`src/rtl/lsu_pkg.sv`:
```
package lsu_pkg;
  typedef enum logic [1:0] {ST_IDLE, ST_ADDR, ST_DATA} lsu_state_e;

  localparam logic [1:0] TR_IDLE   = 2'b00;
  localparam logic [1:0] TR_NONSEQ = 2'b10;

  // number of bytes per register for a size code
  function automatic logic [2:0] size_bytes(input logic [1:0] code);
    case (code)
      2'd0:    return 3'd1;
      2'd1:    return 3'd2;
      default: return 3'd4;
    endcase
  endfunction
endpackage

```
`src/rtl/lsu_beat_split.sv`:
```
// Picks the largest naturally aligned beat that fits the remaining bytes.
module lsu_beat_split (
  input  logic [1:0] a_lo,
  input  logic [2:0] rem,
  output logic [2:0] beat_bytes,
  output logic [1:0] beat_code
);
  always_comb begin
    if (a_lo == 2'd0 && rem >= 3'd4) begin
      beat_bytes = 3'd4;
      beat_code  = 2'd2;
    end else if (!a_lo[0] && rem >= 3'd2) begin
      beat_bytes = 3'd2;
      beat_code  = 2'd1;
    end else begin
      beat_bytes = 3'd1;
      beat_code  = 2'd0;
    end
  end
endmodule

```
`src/rtl/lsu_lane.sv`:
```
// Maps register bytes to bus lanes for one beat, both directions.
module lsu_lane (
  input  logic [1:0]  a_lo,
  input  logic [2:0]  beat_bytes,
  input  logic [1:0]  k_ofs,
  input  logic [31:0] elem_data,
  input  logic [31:0] rdata,
  input  logic [31:0] acc_in,
  output logic [31:0] wdata,
  output logic [31:0] acc_out
);
  always_comb begin
    wdata   = '0;
    acc_out = acc_in;
    for (int j = 0; j < 4; j++) begin
      logic [2:0] jj;
      logic [1:0] src;
      logic       in_beat;
      jj      = 3'(j);
      in_beat = (jj >= {1'b0, a_lo}) && (jj < ({1'b0, a_lo} + beat_bytes));
      src     = 2'(k_ofs + jj[1:0] - a_lo);
      if (in_beat) begin
        wdata[j*8 +: 8]            = elem_data[int'(src)*8 +: 8];
        acc_out[int'(src)*8 +: 8]  = rdata[j*8 +: 8];
      end
    end
  end
endmodule

```
`src/rtl/lsu_hazard.sv`:
```
// Stall decision: busy unit versus memory command, or operand on a pending load.
module lsu_hazard #(
  parameter int NREG  = 16,
  parameter int IDX_W = 4
) (
  input  logic [NREG-1:0]  pend,
  input  logic             wb_valid,
  input  logic [IDX_W-1:0] wb_idx,
  input  logic             busy,
  input  logic             req_valid,
  input  logic             rs1_v,
  input  logic [IDX_W-1:0] rs1,
  input  logic             rs2_v,
  input  logic [IDX_W-1:0] rs2,
  input  logic             rd_v,
  input  logic [IDX_W-1:0] rd,
  output logic             stall
);
  logic [NREG-1:0] guard;

  always_comb begin
    guard = pend;
    if (wb_valid) guard[wb_idx] = 1'b1;
    stall = (req_valid && busy) ||
            (rs1_v && guard[rs1]) ||
            (rs2_v && guard[rs2]) ||
            (rd_v  && guard[rd]);
  end
endmodule

```
`src/rtl/lsu_top.sv`:
```
module lsu_top import lsu_pkg::*; #(
  parameter int NREG     = 16,
  parameter int MAX_MULT = 4,
  parameter int ADDR_W   = 32,
  localparam int IDX_W   = $clog2(NREG),
  localparam int CNT_W   = $clog2(MAX_MULT)
) (
  input  logic                    clk,
  input  logic                    rst,
  input  logic                    req_valid,
  input  logic                    req_store,
  input  logic [1:0]              req_size,
  input  logic [ADDR_W-1:0]       req_addr,
  input  logic [IDX_W-1:0]        req_reg,
  input  logic [CNT_W-1:0]        req_cnt,
  input  logic [32*MAX_MULT-1:0]  req_wdata,
  output logic                    req_ready,
  input  logic                    iss_rs1_v,
  input  logic [IDX_W-1:0]        iss_rs1,
  input  logic                    iss_rs2_v,
  input  logic [IDX_W-1:0]        iss_rs2,
  input  logic                    iss_rd_v,
  input  logic [IDX_W-1:0]        iss_rd,
  output logic                    stall,
  output logic [ADDR_W-1:0]       haddr,
  output logic [1:0]              htrans,
  output logic                    hwrite,
  output logic [2:0]              hsize,
  output logic [31:0]             hwdata,
  input  logic [31:0]             hrdata,
  input  logic                    hready,
  output logic                    wb_valid,
  output logic [IDX_W-1:0]        wb_idx,
  output logic [31:0]             wb_data
);
  localparam int SNAP_W = 32 * MAX_MULT;

  lsu_state_e            st_q;
  logic                  is_st_q;
  logic [2:0]            esz_q;
  logic [ADDR_W-1:0]     cur_q;
  logic [2:0]            k_q;
  logic [CNT_W-1:0]      elem_q;
  logic [CNT_W-1:0]      last_q;
  logic [IDX_W-1:0]      base_q;
  logic [31:0]           acc_q;
  logic [SNAP_W-1:0]     snap_q;
  logic [2:0]            beat_q;
  logic [NREG-1:0]       pend_q;

  logic [2:0]            rq_beat, nx_beat;
  logic [1:0]            rq_code, nx_code;
  logic [31:0]           elem_data, lane_wdata, lane_acc;
  logic [2:0]            nk, rem_n;
  logic [ADDR_W-1:0]     ncur;
  logic                  elem_done;
  logic [IDX_W-1:0]      cur_reg;
  logic [NREG-1:0]       new_mask;

  assign req_ready = (st_q == ST_IDLE);
  assign elem_data = snap_q[int'(elem_q)*32 +: 32];
  assign nk        = k_q + beat_q;
  assign ncur      = cur_q + ADDR_W'(beat_q);
  assign elem_done = (nk == esz_q);
  assign rem_n     = elem_done ? esz_q : (esz_q - nk);
  assign cur_reg   = base_q + IDX_W'(elem_q);

  always_comb begin
    new_mask = '0;
    for (int i = 0; i < MAX_MULT; i++)
      if (CNT_W'(i) <= req_cnt) new_mask[IDX_W'(req_reg + IDX_W'(i))] = 1'b1;
  end

  lsu_beat_split u_split_req (
    .a_lo(req_addr[1:0]), .rem(size_bytes(req_size)),
    .beat_bytes(rq_beat), .beat_code(rq_code)
  );

  lsu_beat_split u_split_nxt (
    .a_lo(ncur[1:0]), .rem(rem_n),
    .beat_bytes(nx_beat), .beat_code(nx_code)
  );

  lsu_lane u_lane (
    .a_lo(cur_q[1:0]), .beat_bytes(beat_q), .k_ofs(k_q[1:0]),
    .elem_data(elem_data), .rdata(hrdata), .acc_in(acc_q),
    .wdata(lane_wdata), .acc_out(lane_acc)
  );

  lsu_hazard #(.NREG(NREG), .IDX_W(IDX_W)) u_hazard (
    .pend(pend_q), .wb_valid(wb_valid), .wb_idx(wb_idx),
    .busy(!req_ready), .req_valid(req_valid),
    .rs1_v(iss_rs1_v), .rs1(iss_rs1), .rs2_v(iss_rs2_v), .rs2(iss_rs2),
    .rd_v(iss_rd_v), .rd(iss_rd), .stall(stall)
  );

  always_ff @(posedge clk) begin
    if (rst) begin
      st_q     <= ST_IDLE;
      is_st_q  <= 1'b0;
      esz_q    <= 3'd1;
      cur_q    <= '0;
      k_q      <= '0;
      elem_q   <= '0;
      last_q   <= '0;
      base_q   <= '0;
      acc_q    <= '0;
      snap_q   <= '0;
      beat_q   <= 3'd1;
      pend_q   <= '0;
      haddr    <= '0;
      htrans   <= TR_IDLE;
      hwrite   <= 1'b0;
      hsize    <= '0;
      hwdata   <= '0;
      wb_valid <= 1'b0;
      wb_idx   <= '0;
      wb_data  <= '0;
    end else begin
      wb_valid <= 1'b0;
      case (st_q)
        ST_IDLE: if (req_valid) begin
          st_q    <= ST_ADDR;
          is_st_q <= req_store;
          esz_q   <= size_bytes(req_size);
          cur_q   <= req_addr;
          k_q     <= '0;
          elem_q  <= '0;
          last_q  <= req_cnt;
          base_q  <= req_reg;
          snap_q  <= req_wdata;
          acc_q   <= '0;
          beat_q  <= rq_beat;
          pend_q  <= req_store ? '0 : new_mask;
          htrans  <= TR_NONSEQ;
          haddr   <= req_addr;
          hsize   <= {1'b0, rq_code};
          hwrite  <= req_store;
        end
        ST_ADDR: if (hready) begin
          st_q   <= ST_DATA;
          htrans <= TR_IDLE;
          hwdata <= is_st_q ? lane_wdata : '0;
        end
        ST_DATA: if (hready) begin
          cur_q <= ncur;
          if (elem_done) begin
            acc_q <= '0;
            k_q   <= '0;
            if (!is_st_q) begin
              wb_valid        <= 1'b1;
              wb_idx          <= cur_reg;
              wb_data         <= lane_acc;
              pend_q[cur_reg] <= 1'b0;
            end
          end else begin
            acc_q <= lane_acc;
            k_q   <= nk;
          end
          if (elem_done && elem_q == last_q) begin
            st_q   <= ST_IDLE;
            hwrite <= 1'b0;
          end else begin
            if (elem_done) elem_q <= elem_q + 1'b1;
            st_q   <= ST_ADDR;
            beat_q <= nx_beat;
            htrans <= TR_NONSEQ;
            haddr  <= ncur;
            hsize  <= {1'b0, nx_code};
          end
        end
        default: st_q <= ST_IDLE;
      endcase
    end
  end
endmodule

```
`config.mk`:
```
export PLATFORM = sky130hd
export DESIGN_NAME = lsu_top
export DESIGN_NICKNAME = d
export VERILOG_FILES = /design/src/rtl/lsu_pkg.sv /design/src/rtl/lsu_beat_split.sv /design/src/rtl/lsu_lane.sv /design/src/rtl/lsu_hazard.sv /design/src/rtl/lsu_top.sv
export SDC_FILE = /design/constraint.sdc
export NUM_CORES = 1
export LEC_CHECK = 0
export BUFFER_PORTS_ARGS = -buffer_cell sky130_fd_sc_hd__buf_4
export CAP_MARGIN = 15
export CORE_MARGIN = 10
export CORE_UTILIZATION = 45
export CTS_BUF_LIST = sky130_fd_sc_hd__clkbuf_4 sky130_fd_sc_hd__clkbuf_8
export DETAILED_ROUTE_END_ITERATION = 7
export PLACE_DENSITY_LB_ADDON = 0.3
export SLEW_MARGIN = 15
export SYNTH_ARGS = -nofsm -noshare
export SYNTH_HDL_FRONTEND = slang
export SYNTH_SLANG_ARGS = --single-unit
```
`constraint.sdc`:
```
create_clock -name clk -period 6.4 [get_ports clk]
set_clock_uncertainty 0.1 [all_clocks]
set_input_delay 0.64 -clock clk [delete_from_list [all_inputs] [get_ports clk]]
set_output_delay 0.64 -clock clk [all_outputs]
set_load 0.01 [all_outputs]
```
==> out/metrics.cfg <==
[placed_design]
place_hpwl_um=45530
gp_congestion=0.9457
place_area_mm2=0.02025
dp.cells=2894
place_ws_ns=1.796
port_buffers=326

[timing]
hold_slack_ns=0.1263
worst_pin_slew_ns=1.219
fin_crit_sh_pct=75.59
fmax_ghz=0.2067
grt_setup_unrepaired=no
max-slew-margin-rel_pct=18.14
drv_slew=0
layout_setup_ws_ns=1.562
setup-violations-final=0
min_period_ns=4.838
final_hold_viol_count=0
tns_ns=0

[cells_and_area]
nets=2687
design_area_mm2=0.02156
layout-drive-gt1-share_pct=21.22
final_util_pct=55.65
fill_cells=3667
syn2layout_area_growth_pct=22.18
layout.cells.non_filler=3002

[pwr]
cellPowerDensity_mw_per_mm2=255.6
p_leak_nw=8.751
ir_drop_mv=0.1752
p_total_mw=5.509

[cts]
clock_path_buffers=3
ctsResizeCount=0
numCtsBuffers=58
htreeDepth=2
cts_tree=built
root_buffer=clkbuf_8
path_clk_slew_ns=0.06
clk_latency_ns=0.66
ctsHoldBuffers=0
cts_setup_buffers=0
cts_sinks=331

[global_route]
grt_max_degree=208
grtUsageMet2_pct=40.41
first_global_vias=17059
overflow=0
grtUsageTotal_pct=25.71
met3_usage_pct=7.018
grt.busiest_layer=met2
grt.met1_usage_pct=33.53
antenna_found_initial=1
grt_first_pass_wirelength_um=98180

[drt]
route.detailed.drc=0
vias_per_cell=5.902
dr.pass1.iters=5
wire_per_inst_um=21.32
wl_um=64010
vias=17718
drtIter0Drc=1710
final_antenna_net_count=0

[synth]
async_flop_share_pct=0
syn_area_mm2=0.01764
synthDistinctLibCells=83
synth_area_per_cell_um2=7.994
seq_area_frac_synth_pct=37.56
ys.flop_type=dfxtp_1
ys_ff_latch=331
synth_edf_count=0
yosys_warnings=0
synthCells=2207

[setup_path]
arrival_ns=5.30
cp-start-kind=register
worstPathMaxFanout=20
crit_required_ns=6.86
worstSetupPathType=register to register
setup.worst_path.end_class=register

[run]
maxCapViolCount=0

[die]
core_mm2=0.03874
rows=72
start_util_pct=45.55
die_h_um=218.0
die-area_mm2=0.04753
io_pins=329
fp.dieW_um=218.0

[worst_hold_path]
hold_path.class=input pin to register

[run_status]
status=finished, final reports clean

kinds of logic after synthesis:
group / share of synthesized area [%]
other: 0.02125
AOI/OAI and AO/OA: 23.53
buffers and inverters: 4.503
muxes: 8.255
DFF: 37.56
xor gates and xnor gates: 2.347
adders and majority gates: 2.227
and+or+nand+nor: 21.56
sequential cells by signal (all words and copies together) (netlist names), 16 cells and up:
register and cells:
snap_q 128, acc_q 32, hwdata 32, haddr 32
pend_q 16, cur_q 32, wb_data 32
layout make-up:
type                       instances  area (um^2)  share of cell area (%)
antenna                            1        2.502                 0.01161
clock buffer                      95         1201                   5.572
clock inverter                    10        86.33                  0.4005
inverter                          28        105.1                  0.4876
multi-input combinational       1677        10300                   47.77
sequential                       331         6629                   30.75
tap                              518        648.1                   3.007
timing repair buffer             342         2586                   12.00
per-layer routing:
metal | part of all wire (%) | vias to the layer above
met5 | 0 | -
li1 | - | 8389
met3 | 9.5 | 113
met1 | 42 | 8396
met2 | 46 | 820
met4 | 2.7 | 0
cell usage after synthesis (all sizes together) (5+ instances only):
| master | number | area (um^2) |
|---|---|---|
| or4 | 6 | 45.04 |
| nand3b | 5 | 37.54 |
| o31ai | 15 | 112.6 |
| o211a | 7 | 70.07 |
| xor2 | 15 | 138.9 |
| nand4 | 8 | 50.05 |
| a31oi | 28 | 175.2 |
| a21o | 8 | 60.06 |
| o21a | 12 | 90.09 |
| nand2b | 15 | 93.84 |
| a22o | 23 | 201.4 |
| inv | 26 | 97.59 |
| or3b | 9 | 78.83 |
| mux2i | 60 | 600.6 |
| a211oi | 39 | 292.8 |
| and3 | 11 | 68.82 |
| nor3 | 32 | 160.2 |
| nand3 | 54 | 270.3 |
| a32o | 6 | 60.06 |
| buf | 35 | 173.9 |
| xnor2 | 23 | 227.7 |
| and2 | 24 | 150.1 |
| a22oi | 23 | 172.7 |
| nand2 | 482 | 1809 |
| nor4 | 17 | 106.4 |
| o21ai | 116 | 580.6 |
| mux4 | 38 | 855.8 |
| a32oi | 40 | 350.3 |
| a21oi | 251 | 1260 |
| ha | 25 | 312.8 |
| nor2b | 24 | 150.1 |
| nor2 | 141 | 529.3 |
| o221ai | 7 | 61.31 |
| clkbuf | 137 | 515.5 |
| a211o | 10 | 87.58 |
| or3 | 11 | 68.82 |
| and4 | 6 | 52.55 |
| o211ai | 18 | 140.1 |
| a221o | 8 | 80.08 |
| dfxtp | 331 | 6626 |
where the power goes:
| part | total (mW) | internal, mW | switching, mW |
|---|---|---|---|
| combinational | 1.12 | 0.422 | 0.696 |
| clock | 2.14 | 1.22 | 0.918 |
| sequential | 2.25 | 2.17 | 0.0808 |
| total | 5.51 | 3.81 | 1.69 |
worst max-delay path, cell delays in order (launching register included):
cell and delay (ns):
dfxtp_1 0.58, xor2_1 0.27, xnor2_2 0.79, clkinv_1 0.75, ha_1 0.47, nor3_1 0.97
nand3_1 0.15, o21a_1 0.17, a311o_1 0.35, a21oi_1 0.14
final timing paths:
path,from,depth (start not counted),end,slack (ns)
worst max register to register,cur_q[1],9,wb_data[20],1.56
worst max-delay path,cur_q[1],9,wb_data[20],1.56
worst min-delay path,req_wdata[112],3,snap_q[112],0.13
worst min register to register,snap_q[112],2,snap_q[112],0.35
layout by cell type, fill, tap and decap left out, types with 10 or more instances in the layout:
cell and n:
nor4_1 16, mux2i_1 60, nand2_1 481, buf_4 340, or3_1 11, xor2_1 14, a22o_1 23, ha_1 24
xnor2_1 19, nor2b_1 23, nor3_1 32, dfxtp_1 329, mux4_2 38, a211o_1 10, a22oi_1 23, inv_1 24
nor2_1 139, o211ai_1 17, a21oi_1 250, o31ai_1 15, a32oi_1 40, a31oi_1 28, nand2b_1 14, o21ai_0 115
a211oi_1 39, and3_1 11, clkbuf_4 17, clkbuf_8 79, o21a_1 12, and2_1 23, nand3_1 54
No activity file was read; power rests on OpenSTA's default activity.
